## src/rtl/t1_line_event_mon.sv

```systemverilog
module t1_line_event_mon #(
  parameter int LOW_RUN  = 8,
  parameter int HIGH_RUN = 16,
  parameter int SEF_WIN  = 6,
  parameter int SEF_HITS = 2
) (
  input  logic       clk,
  input  logic       rst_n,
  input  logic       bit_en,
  input  logic       rx_pos,
  input  logic       rx_neg,
  input  logic       fbit_stb,
  input  logic       fbit_exp,
  input  logic       realign,
  input  logic       clr_we,
  input  logic [7:0] clr_data,
  output logic [7:0] status
);
  localparam int RW = $clog2(HIGH_RUN + 1);
  localparam logic [RW-1:0] RMAX = RW'(HIGH_RUN);
  localparam logic [RW-1:0] RLOW = RW'(LOW_RUN);
  localparam logic [1:0] PMARK = 2'b10;
  localparam logic [1:0] NMARK = 2'b01;

  logic          mark;
  logic [RW-1:0] run_q, run_d;
  logic [1:0]    sym;
  logic [1:0]    win [8];
  logic          prev_pol, prev_ok;
  logic          pol_now, pol_ok;
  logic [1:0]    ps, ns;
  logic          b8_hit;
  logic [SEF_WIN-2:0] fhist;
  logic          ferr;
  logic [5:0]    ev;

  assign mark  = rx_pos | rx_neg;
  assign sym   = {rx_pos, rx_neg};
  assign run_d = mark ? '0 : (run_q == RMAX ? RMAX : run_q + 1'b1);

  always_ff @(posedge clk or negedge rst_n)
    if (!rst_n) run_q <= '0;
    else if (bit_en) run_q <= run_d;

  // polarity of the last mark before the eight-symbol window that ends now
  assign pol_ok  = (win[7] == PMARK || win[7] == NMARK) ? 1'b1 : prev_ok;
  assign pol_now = (win[7] == PMARK || win[7] == NMARK) ? win[7][1] : prev_pol;
  assign ps = pol_now ? PMARK : NMARK;
  assign ns = pol_now ? NMARK : PMARK;
  assign b8_hit = pol_ok && win[6] == 2'b00 && win[5] == 2'b00 && win[4] == 2'b00 &&
                  win[3] == ps && win[2] == ns && win[1] == 2'b00 &&
                  win[0] == ns && sym == ps;

  always_ff @(posedge clk or negedge rst_n)
    if (!rst_n) begin
      for (int i = 0; i < 8; i++) win[i] <= 2'b00;
      prev_pol <= 1'b0;
      prev_ok  <= 1'b0;
    end else if (bit_en) begin
      win[0] <= sym;
      for (int i = 1; i < 8; i++) win[i] <= win[i-1];
      prev_pol <= pol_now;
      prev_ok  <= pol_ok;
    end

  assign ferr = bit_en & fbit_stb & (mark ^ fbit_exp);

  always_ff @(posedge clk or negedge rst_n)
    if (!rst_n) fhist <= '0;
    else if (bit_en && fbit_stb) fhist <= {fhist[SEF_WIN-3:0], ferr};

  assign ev[0] = bit_en & (run_d >= RLOW);
  assign ev[1] = bit_en & (run_d == RMAX);
  assign ev[2] = bit_en & b8_hit;
  assign ev[3] = ferr;
  assign ev[4] = ferr & (32'($countones(fhist)) + 32'd1 >= SEF_HITS);
  assign ev[5] = realign;

  always_ff @(posedge clk or negedge rst_n)
    if (!rst_n) status <= 8'h00;
    else status <= {2'b00, (status[5:0] & ~({6{clr_we}} & clr_data[5:0])) | ev};
endmodule

```

## config.mk

```make
export PLATFORM = sky130hd
export DESIGN_NAME = t1_line_event_mon
export DESIGN_NICKNAME = d
export VERILOG_FILES = /design/src/rtl/t1_line_event_mon.sv
export SDC_FILE = /design/constraint.sdc
export NUM_CORES = 1
export LEC_CHECK = 0
export ABC_CLOCK_PERIOD_IN_PS = 2600
export BUFFER_PORTS_ARGS = -buffer_cell sky130_fd_sc_hd__buf_2
export CAP_MARGIN = 10
export CORE_ASPECT_RATIO = 1.2
export CORE_MARGIN = 2
export CORE_UTILIZATION = 48
export DETAILED_ROUTE_END_ITERATION = 6
export PLACE_DENSITY = 0.69
export SYNTH_ARGS = -nofsm -noshare
export SYNTH_HDL_FRONTEND = slang
export SYNTH_SLANG_ARGS = --single-unit
```

## constraint.sdc

```tcl
create_clock -name clk -period 2.6 [get_ports clk]
set_input_delay 0.13 -clock clk [delete_from_list [all_inputs] [get_ports clk]]
set_output_delay 0.13 -clock clk [all_outputs]
set_load 0.05 [all_outputs]
```

==> results of run 1 <==
-- final timing paths --
path | startpoint | endpoint | slack (ns) | cells past startpoint
worst min-delay path | realign | status[5] | 0.02 | 2
max in group asynchronous | rst_n | run_q[2] | 1.68 | 2
worst max-delay path | fhist[0] | status[4] | 0.40 | 7
min in group asynchronous | rst_n | status[0] | 0.45 | 2
worst max register to register | fhist[0] | status[4] | 0.40 | 7
worst min register to register | status[5] | status[5] | 0.48 | 1
-- power by group --
part / total [mW] / switching (mW) / internal (mW)
clock: 0.357 / 0.178 / 0.179
sequential: 0.715 / 0.0818 / 0.633
combinational: 0.309 / 0.160 / 0.148
total: 1.38 / 0.420 / 0.961
-- through the flow --
step           hold WS, ns  setup WS, ns  total power, mW  util, %
3_5_place_dp         0.240         0.407             1.03     52.4
6_report            0.0250         0.403             1.38     55.1
5_1_grt             0.0203         0.301             1.47     55.1
3_3_place_gp         0.235         0.414             1.02     52.4
2_1_floorplan       -0.166         0.469            0.949        -
4_1_cts             0.0265         0.390             1.40     55.1
-- per-layer routing --
layer	track usage, %	up-vias	share of wire (%)
li1	-	515	-
met4	8.72	0	2.7
met2	28.3	32	48
met1	19.3	524	43
met5	0	-	0
met3	6.70	8	6.8
-- layout by cell type (no fill, tap or decap), drive strengths merged, types with 4 or more instances in the layout --
cell type,instances
dfrtp,34
buf,20
mux2,19
nand2,18
inv,8
o21ai,7
a21o,6
nor4bb,5
clkbuf,5
nor2,4
-- worst max-delay path, delay by kind of cell (launching register included) --
family | cells | cell delay (ns)
buffers and inverters | 1 | 0.05
adders and majority gates | 3 | 1.26
DFF | 1 | 0.34
and+or+nand+nor | 2 | 0.22
AOI/OAI and AO/OA | 1 | 0.22
-- cell usage after synthesis (all sizes together), types with 2 or more instances --
library cell   n
dfrtp         34
mux2          19
nand2         18
inv            8
o21ai          7
a21o           6
nor4bb         5
clkbuf         4
nor2           4
ha             3
nand3          3
nor3           3
xor2           3
buf            2
fa             2
or4            2
-- area by class of cell --
class                           instances  area (µm²)
Clock inverter                          2        10.0
Fill cell                             295        1470
Sequential cell                        34         851
Inverter                                8        30.0
Tap cell                               37        46.3
Timing Repair Buffer                   21         110
Multi-Input combinational cell         90         692
Clock buffer                            5        68.8
-- cells by family (layout without fill, tap and decap cells) --
family	Yosys count	after routing	share of synthesized area [%]
and+or+nand+nor	38	38	12.4
DFF	34	34	52.9
AOI/OAI and AO/OA	21	21	9.25
muxes	20	20	13.9
buffers and inverters	14	36	4.35
adders and majority gates	5	5	4.82
xor gates and xnor gates	4	4	2.18
other	1	2	0.233
-- sequential cells by signal, indices dropped and copies added, names as in the netlist --
register / count
win: 16
prev_pol: 1
fhist: 5
prev_ok: 1
status: 6
run_q: 5
==> reports/metrics.csv, run 1 <==
metric,value,unit
numPortBuffers,20,
crit_path_max_incr_delay,0.54,ns
path_clk_slew,0.07,ns
drt-total-wl,2750,µm
fp.dieW,56.9,µm
status,"finished, final reports clean",
synth.distinct_cells,34,
ys_warn_count,0,
min_period,2.20,ns
root_buffer,clkbuf_8,
syn_inst,137,
drive_gt1_share,28.1,%
drcViolationCount,0,
antenna_cells,0,
worstPathCellList,inv_1 -> ha_1 -> fa_1 -> nand2b_1 -> fa_1 -> nand2_1 -> a22o_1,
post_drt_wl_per_cell,14.0,µm
p_leak,0.857,nW
postCtsSetupRepairBufs,0,
synthTopCellsByArea,"dfrtp_1, mux2_2, nand2_1",
gp_congestion,0.800,
clk_latency,0.29,ns
grt_max_degree,35,
path_common_cell,fa_1,
io_pins,25,
slew_headroom,51.3,%
cts_max_level,2,
async_flop_share,100,%
setup-tns-final,0,ns
worst_path_max_delay_cell,fa_1,
dr_total_vias,1079,
hpwl,1930,µm
first_pass_iters,4,
slew_violations,0,
core_area,0.00328,mm²
die-area,0.00383,mm²
critical_path_class,flop to flop,
ctsResizeCount,0,
drtIter0Drc,43,
syn_avg_cell_area,11.7,µm²
p_per_area,764,mW/mm²
synth-edff-count,0,
min_path_type,primary input to flop,
synth-main-ff-cell,dfrtp_1,
die_height,67.4,µm
area_growth,12.4,%
ant_nets,0,
numCtsBuffers,5,
final.period_utilization,84.5,%
synth_top_area_share,52.9,%
max_freq,455,MHz
placed_cell_area,0.00172,mm²
crit_path_end_kind,flop,
clkSinkCount,34,
avgViaCountPerCell,5.48,
setup_viol,0,
required,2.78,ns
grt_pass1_vias,1094,
crit_fanout,2,
worstMarginPinSlew,0.731,ns
cts_hold_buffers,1,
stdcell_area,0.00181,mm²
dp_cells,189,
worst_ep_arrival_time,2.38,ns
initial_core_util,49.0,%
cts.path.max_buffers,2,
fin_nets,182,
tritoncts,done,
yosys_register_bits,34,
yosysTopAreaCell,dfrtp_1,
rows,23,
finalHoldViolations,0,
maxCapViolCount,0,
instances_no_fill,197,
peakVddDrop,0.404,mV
rsz0062_at_grt,false,
grt-ovfl-total,0,
finalClockSkew,0.00623,ns
antenna_found_initial,0,
start_kind,flop,
globalRouteTotalUtil,17.1,%
synth_area,0.00161,mm²
grt_pass1_wl,4820,µm
ys_seq_area_share,52.9,%
Power figures use the tool's default switching activity.
==> run 2, diff against run 1 <==
Settings changed: ABC_AREA set to 1, ABC_CLOCK_PERIOD_IN_PS 2600 to 1800, PLACE_DENSITY 0.69 to 0.72.
Clock period 2.6 ns to 1.8 ns, I/O delays scaled along.
==> reports/metrics.csv, run 2 <==
metric,value,unit,change
antenna_found_initial,0,,unchanged
drcViolationCount,0,,unchanged
fp.dieW,57.8,µm,+1.6%
syn_inst,202,,+47%
cts_max_level,2,,unchanged
hold_path_end,status[3],,
die_height,68.5,µm,+1.6%
final_common_cell,nand2_1,,
ys_warn_count,0,,unchanged
min_path_type,primary input to flop,,
post_drt_wl_per_cell,11.1,µm,-20%
async_flop_share,100,%,unchanged
finalClockSkew,0.00304,ns,-0.00319 ns
syn_avg_cell_area,8.24,µm²,-30%
final.period_utilization,118,%,+33 points
critical_path_class,flop to flop,,
globalRouteTotalUtil,17.3,%,+0.15 points
drt-total-wl,2950,µm,+7.2%
yosysMostFrequentCell,nand2_1,,
synth-edff-count,0,,unchanged
gp_congestion,0.778,,-2.7%
yosys_register_bits,34,,unchanged
largest_register_ffs,16,,unchanged
antenna_cells,0,,unchanged
synth.distinct_cells,25,,-26%
p_per_area,1040,mW/mm²,+37%
slew_headroom,51.8,%,+0.50 points
drtIter0Drc,39,,-9.3%
synth_top_area_share,51.1,%,-1.7 points
max_freq,471,MHz,+3.6%
hpwl,2120,µm,+9.8%
initial_core_util,49.9,%,+0.80 points
pre_cts_slack,-0.340,ns,-0.747 ns
setup_viol,1,,+1
grt_max_degree,35,,unchanged
fin_nets,249,,+37%
core_area,0.00334,mm²,+1.8%
min_period,2.12,ns,-0.0755 ns
tritoncts,done,,
avgViaCountPerCell,4.86,,-11%
status,finished with violations,,
p_leak,1.00,nW,+17%
rows,23,,unchanged
synth-main-ff-cell,dfrtp_1,,
clk_latency,0.28,ns,about the same
r2r_start,fhist[0],,
setup-tns-final,-0.322,ns,-0.322 ns
path_clk_slew,0.07,ns,about the same
peakVddDrop,0.741,mV,+83%
reg_top3,"win x16, status x6",,
slew_violations,0,,unchanged
grt-ovfl-total,0,,unchanged
crit_path_end_kind,flop,,
hold_path_depth,4,,+2
dr_total_vias,1289,,+19%
drive_gt1_share,19.7,%,-8.4 points
crit_fanout,2,,unchanged
cts.path.max_buffers,2,,unchanged
required,1.97,ns,-0.81 ns
ant_nets,0,,unchanged
finalHoldViolations,0,,unchanged
worstMarginPinSlew,0.723,ns,-0.00750 ns
synth_area,0.00166,mm²,+3.4%
first_pass_iters,6,,+2
numPortBuffers,20,,unchanged
die-area,0.00396,mm²,+3.2%
final_cell_mix,"nand2_1, dfrtp_1, buf_2",,
clkSinkCount,34,,unchanged
violations,negative setup slack,,
reg2reg_setup_slack,-0.32,ns,-0.72 ns
hold-worst-slack,0.0593,ns,+0.0343 ns
worstHoldStart,clr_data[3],,
yosysTopAreaCell,dfrtp_1,,
synthTopCellsByArea,"dfrtp_1, nand2_1, o21ai_0",,
area_growth,15.7,%,
rsz0062_at_grt,true,,
grt_pass1_wl,5000,µm,+3.6%
worst-r2r-cell-count,8,,+1
largest-register,win,,
worst_ep_arrival_time,2.29,ns,-0.09 ns
root_buffer,clkbuf_8,,
ys_seq_area_share,51.1,%,-1.7 points
grt_pass1_vias,1219,,+11%
maxCapViolCount,0,,unchanged
synth_common_cells,"nand2_1, dfrtp_1, inv_1, o21ai_0, nand3_1",,
start_kind,flop,,
numCtsBuffers,5,,unchanged
postLayoutSetupSlackWorst,-0.322,ns,-0.725 ns
io_pins,25,,unchanged
r2r_end,status[4],,
run 2: cell types whose count changed after synthesis, moves of 13 or more:
cell,delta
o21ai_0,+13
inv_1,+13
nand2_1,+58
mux2_2,-17
run 2: how the worst max path moves through the flow:
stage,endpoint,startpoint,cells past startpoint
2_1_floorplan,status[4],fhist[2],8
3_3_place_gp,status[4],fhist[2],8
3_5_place_dp,status[4],fhist[2],8
4_1_cts,status[4],fhist[0],8
5_1_grt,status[4],fhist[0],8
6_report,status[4],fhist[0],8
run 2: power breakdown:
group / internal (mW) / switching [mW]
logic: 0.161 / 0.270
registers: 0.868 / 0.0658
clock network: 0.386 / 0.259
run 2: timing repair:
item	4_1_cts	5_1_grt
gates resized for setup	0	3
hold buffers	2	0
setup buffers	1	1
endpoints found under the setup margin	1	1
hold endpoints to repair	35	0
pin swaps	1	1
run 2: area by class of cell:
class                   instances  area [µm²]
repair buffers                 25         143
flip-flops and latches         34         851
multi-input cells             136         682
inverters                      25        93.8
fillers                       300        1410
well taps                      37        46.3
clock buffers                   8         110
run 2: per-stage QoR:
| stage | cell area, µm² | std cells | util (%) | total power, mW |
|---|---|---|---|---|
| final | 1930 | 265 | 57.7 | 2.01 |
| after global routing | 1930 | 265 | 57.7 | 2.14 |
| after CTS | 1910 | 264 | 57.1 | 2.02 |
| after detailed placement | 1770 | 253 | 53.0 | 1.36 |
| after global placement | 1770 | 253 | 53.0 | 1.33 |
| after floorplan | 1670 | 203 | - | 1.24 |
run 2: cells by family after synthesis:
kind of cell,Yosys count,synth area share [%]
xor+xnor,1,0.526
fa+ha+maj,5,4.66
simple gates,103,26.2
flops,34,51.1
other cells,1,0.225
buf+inv,33,9.02
compound gates,25,8.27
run 2: metal layers:
metal	GRT usage, %	wire (µm)	up-vias	part of all wire (%)
li1	-	-	673	-
met1	19.2	1390	581	47
met2	29.8	1380	31	47
met3	6.16	143	4	4.8
met4	7.85	32	0	1.1
met5	0	0	-	0
run 2: worst max-delay path: stages, from the launching register on:
cell and delay, ns:
dfrtp_1 0.39, inv_2 0.08, ha_4 0.20, fa_1 0.46, or2_4 0.24, fa_1 0.49
nand2_1 0.05, inv_1 0.05, o21ai_1 0.06
==> run 3, diff against run 2 <==
Settings changed: CTS_BUF_LIST set to sky130_fd_sc_hd__clkbuf_16, RECOVER_POWER set to 25.
==> reports/metrics.csv, run 3 (synthesis gave the netlist of run 2 again) <==
metric,value,unit,change
status,finished with violations,,
violations,negative setup slack,,
gp_congestion,0.778,,unchanged
cts.path.max_buffers,2,,unchanged
tritoncts,done,,
instances_no_fill,265,,unchanged
globalRouteTotalUtil,17.2,%,-0.047 points
ant_nets,0,,unchanged
power_frac_comb,19.9,%,-1.6 points
min_path_type,primary input to flop,,
worst_path_max_delay_cell,fa_1,,
numCtsBuffers,5,,unchanged
finalHoldViolations,0,,unchanged
dp_cells,253,,unchanged
rsz0062_at_grt,true,,
seqPwrFrac,43.7,%,-2.8 points
path_delay_family,adder cells,,
path_common_cell,fa_1,,
crit_fanout,2,,unchanged
required,1.96,ns,about the same
path_buf_inv,2,,unchanged
initial_core_util,49.9,%,unchanged
cts_max_level,2,,unchanged
slew_headroom,52.0,%,+0.21 points
worstMarginPinSlew,0.720,ns,-0.00317 ns
grt_max_degree,35,,unchanged
crit_path_max_incr_delay,0.49,ns,about the same
worst_ep_arrival_time,2.28,ns,about the same
clkSinkCount,34,,unchanged
fill_cells,297,,-1.0%
maxCapViolCount,0,,unchanged
multiInputGateArea,674,µm²,-1.1%
antenna_cells,0,,unchanged
clkPwrFrac,36.4,%,+4.3 points
worstPathCellList,inv_2 -> ha_4 -> fa_1 -> or2_4 -> fa_1 -> nand2_1 -> inv_1 -> o21ai_1,,
fp.dieW,57.8,µm,unchanged
postLayoutSetupSlackWorst,-0.320,ns,+0.00181 ns
die_height,68.5,µm,unchanged
final_common_cell,nand2_1,,
core_area,0.00334,mm²,unchanged
dr_total_vias,1291,,+0.16%
die-area,0.00396,mm²,unchanged
avgViaCountPerCell,4.87,,+0.16%
pre_cts_slack,-0.340,ns,unchanged
start_kind,flop,,
final_cell_mix,"nand2_1, dfrtp_1, inv_1",,
peakVddDrop,0.805,mV,+8.6%
grt-ovfl-total,0,,unchanged
first_pass_iters,6,,unchanged
min_period,2.12,ns,-0.00181 ns
switching_share,28.8,%,-0.82 points
net-switching-power,616,µW,+3.6%
p_per_area,1100,mW/mm²,+5.8%
finalClockSkew,0.00416,ns,+0.00112 ns
power,2.14,mW,+6.5%
drive_gt1_share,16.7,%,-3.1 points
p_leak,0.998,nW,-0.15%
path_clk_slew,0.05,ns,-0.02 ns
ff_latch_area,851,µm²,unchanged
intPower,1.52,mW,+7.8%
grt_pass1_vias,1217,,-0.16%
final.period_utilization,118,%,about the same
drt-total-wl,2900,µm,-1.8%
numPortBuffers,20,,unchanged
drcViolationCount,0,,unchanged
io_pins,25,,unchanged
final_util,58.1,%,+0.41 points
crit_path_end_kind,flop,,
critical_path_class,flop to flop,,
area_growth,16.5,%,
fin_nets,249,,unchanged
root_buffer,clkbuf_16,,
slew_violations,0,,unchanged
largest-register,win,,
setup_viol,1,,unchanged
antenna_found_initial,0,,unchanged
grt_pass1_wl,5000,µm,unchanged
rows,23,,unchanged
post_drt_wl_per_cell,10.9,µm,-1.8%
largest_register_ffs,16,,unchanged
max_freq,472,MHz,about the same
drtIter0Drc,45,,+15%
hpwl,2120,µm,unchanged
reg_top3,"win x16, status x6",,
clk_latency,0.27,ns,about the same
run 3: cell types whose count changed in the layout (fill, tap and decap cells not counted), sizes merged:
cell,before,now
clkbuf,8,7
buf,23,21
clkinv,0,3
run 3: final timing paths:
check | start | end | slack (ns) | depth (start not counted)
worst max-delay path | fhist[0] | status[4] | -0.32 | 8
max in group asynchronous | rst_n | status[2] | 0.92 | 2
worst min-delay path | clr_data[4] | status[4] | 0.07 | 4
min in group asynchronous | rst_n | fhist[1] | 0.41 | 2
worst max register to register | fhist[0] | status[4] | -0.32 | 8
worst min register to register | status[5] | status[5] | 0.47 | 1
run 3: metrics by stage:
stage	hold slack [ns]	instance area, µm²	TNS (ns)
detailed placement	0.203	1770	-0.340
CTS	0.0729	1930	-0.348
finish	0.0701	1940	-0.320
floorplan	-0.206	1670	-0.232
global placement	0.197	1770	-0.269
global route	0.0790	1940	-0.408
run 3: tightest hold or removal path: cells and delay by family:
family / cells / cell delay (ns)
buffers and inverters: 1 / 0.08
and+or+nand+nor: 2 / 0.09
AOI/OAI and AO/OA: 1 / 0.05
run 3: layout make-up:
cell class / count / share of cell area, %
Timing Repair Buffer: 25 / 7.10
Clock buffer: 5 / 6.45
Inverter: 25 / 4.84
Multi-Input combinational cell: 136 / 34.8
Tap cell: 37 / 2.39
Sequential cell: 34 / 43.9
Clock inverter: 3 / 0.581
run 3: timing repair:
action | CTS | global route
endpoints found under the hold margin | 35 | 0
gates cloned | 0 | 0
hold buffers | 2 | 0
setup buffers | 1 | 1
endpoints found under the setup margin | 1 | 1
resized for setup | 0 | 3
pin swaps | 1 | 1
run 3: power groups by stage:
stage	Sequential (mW)	Combinational [mW]	Clock, mW
6_report	0.936	0.427	0.778
5_1_grt	0.948	0.490	0.842
4_1_cts	0.935	0.424	0.798
3_5_place_dp	0.947	0.414	0
3_3_place_gp	0.941	0.390	0
2_1_floorplan	0.989	0.252	0
run 3: layer usage:
metal  vias up  part of all wire, %  global-route usage, %
li1        675                    -                      -
met4         0                  2.0                   9.01
met1       583                   47                   19.4
met5         -                    0                      0
met3         6                  5.7                   5.60
met2        27                   45                   29.3
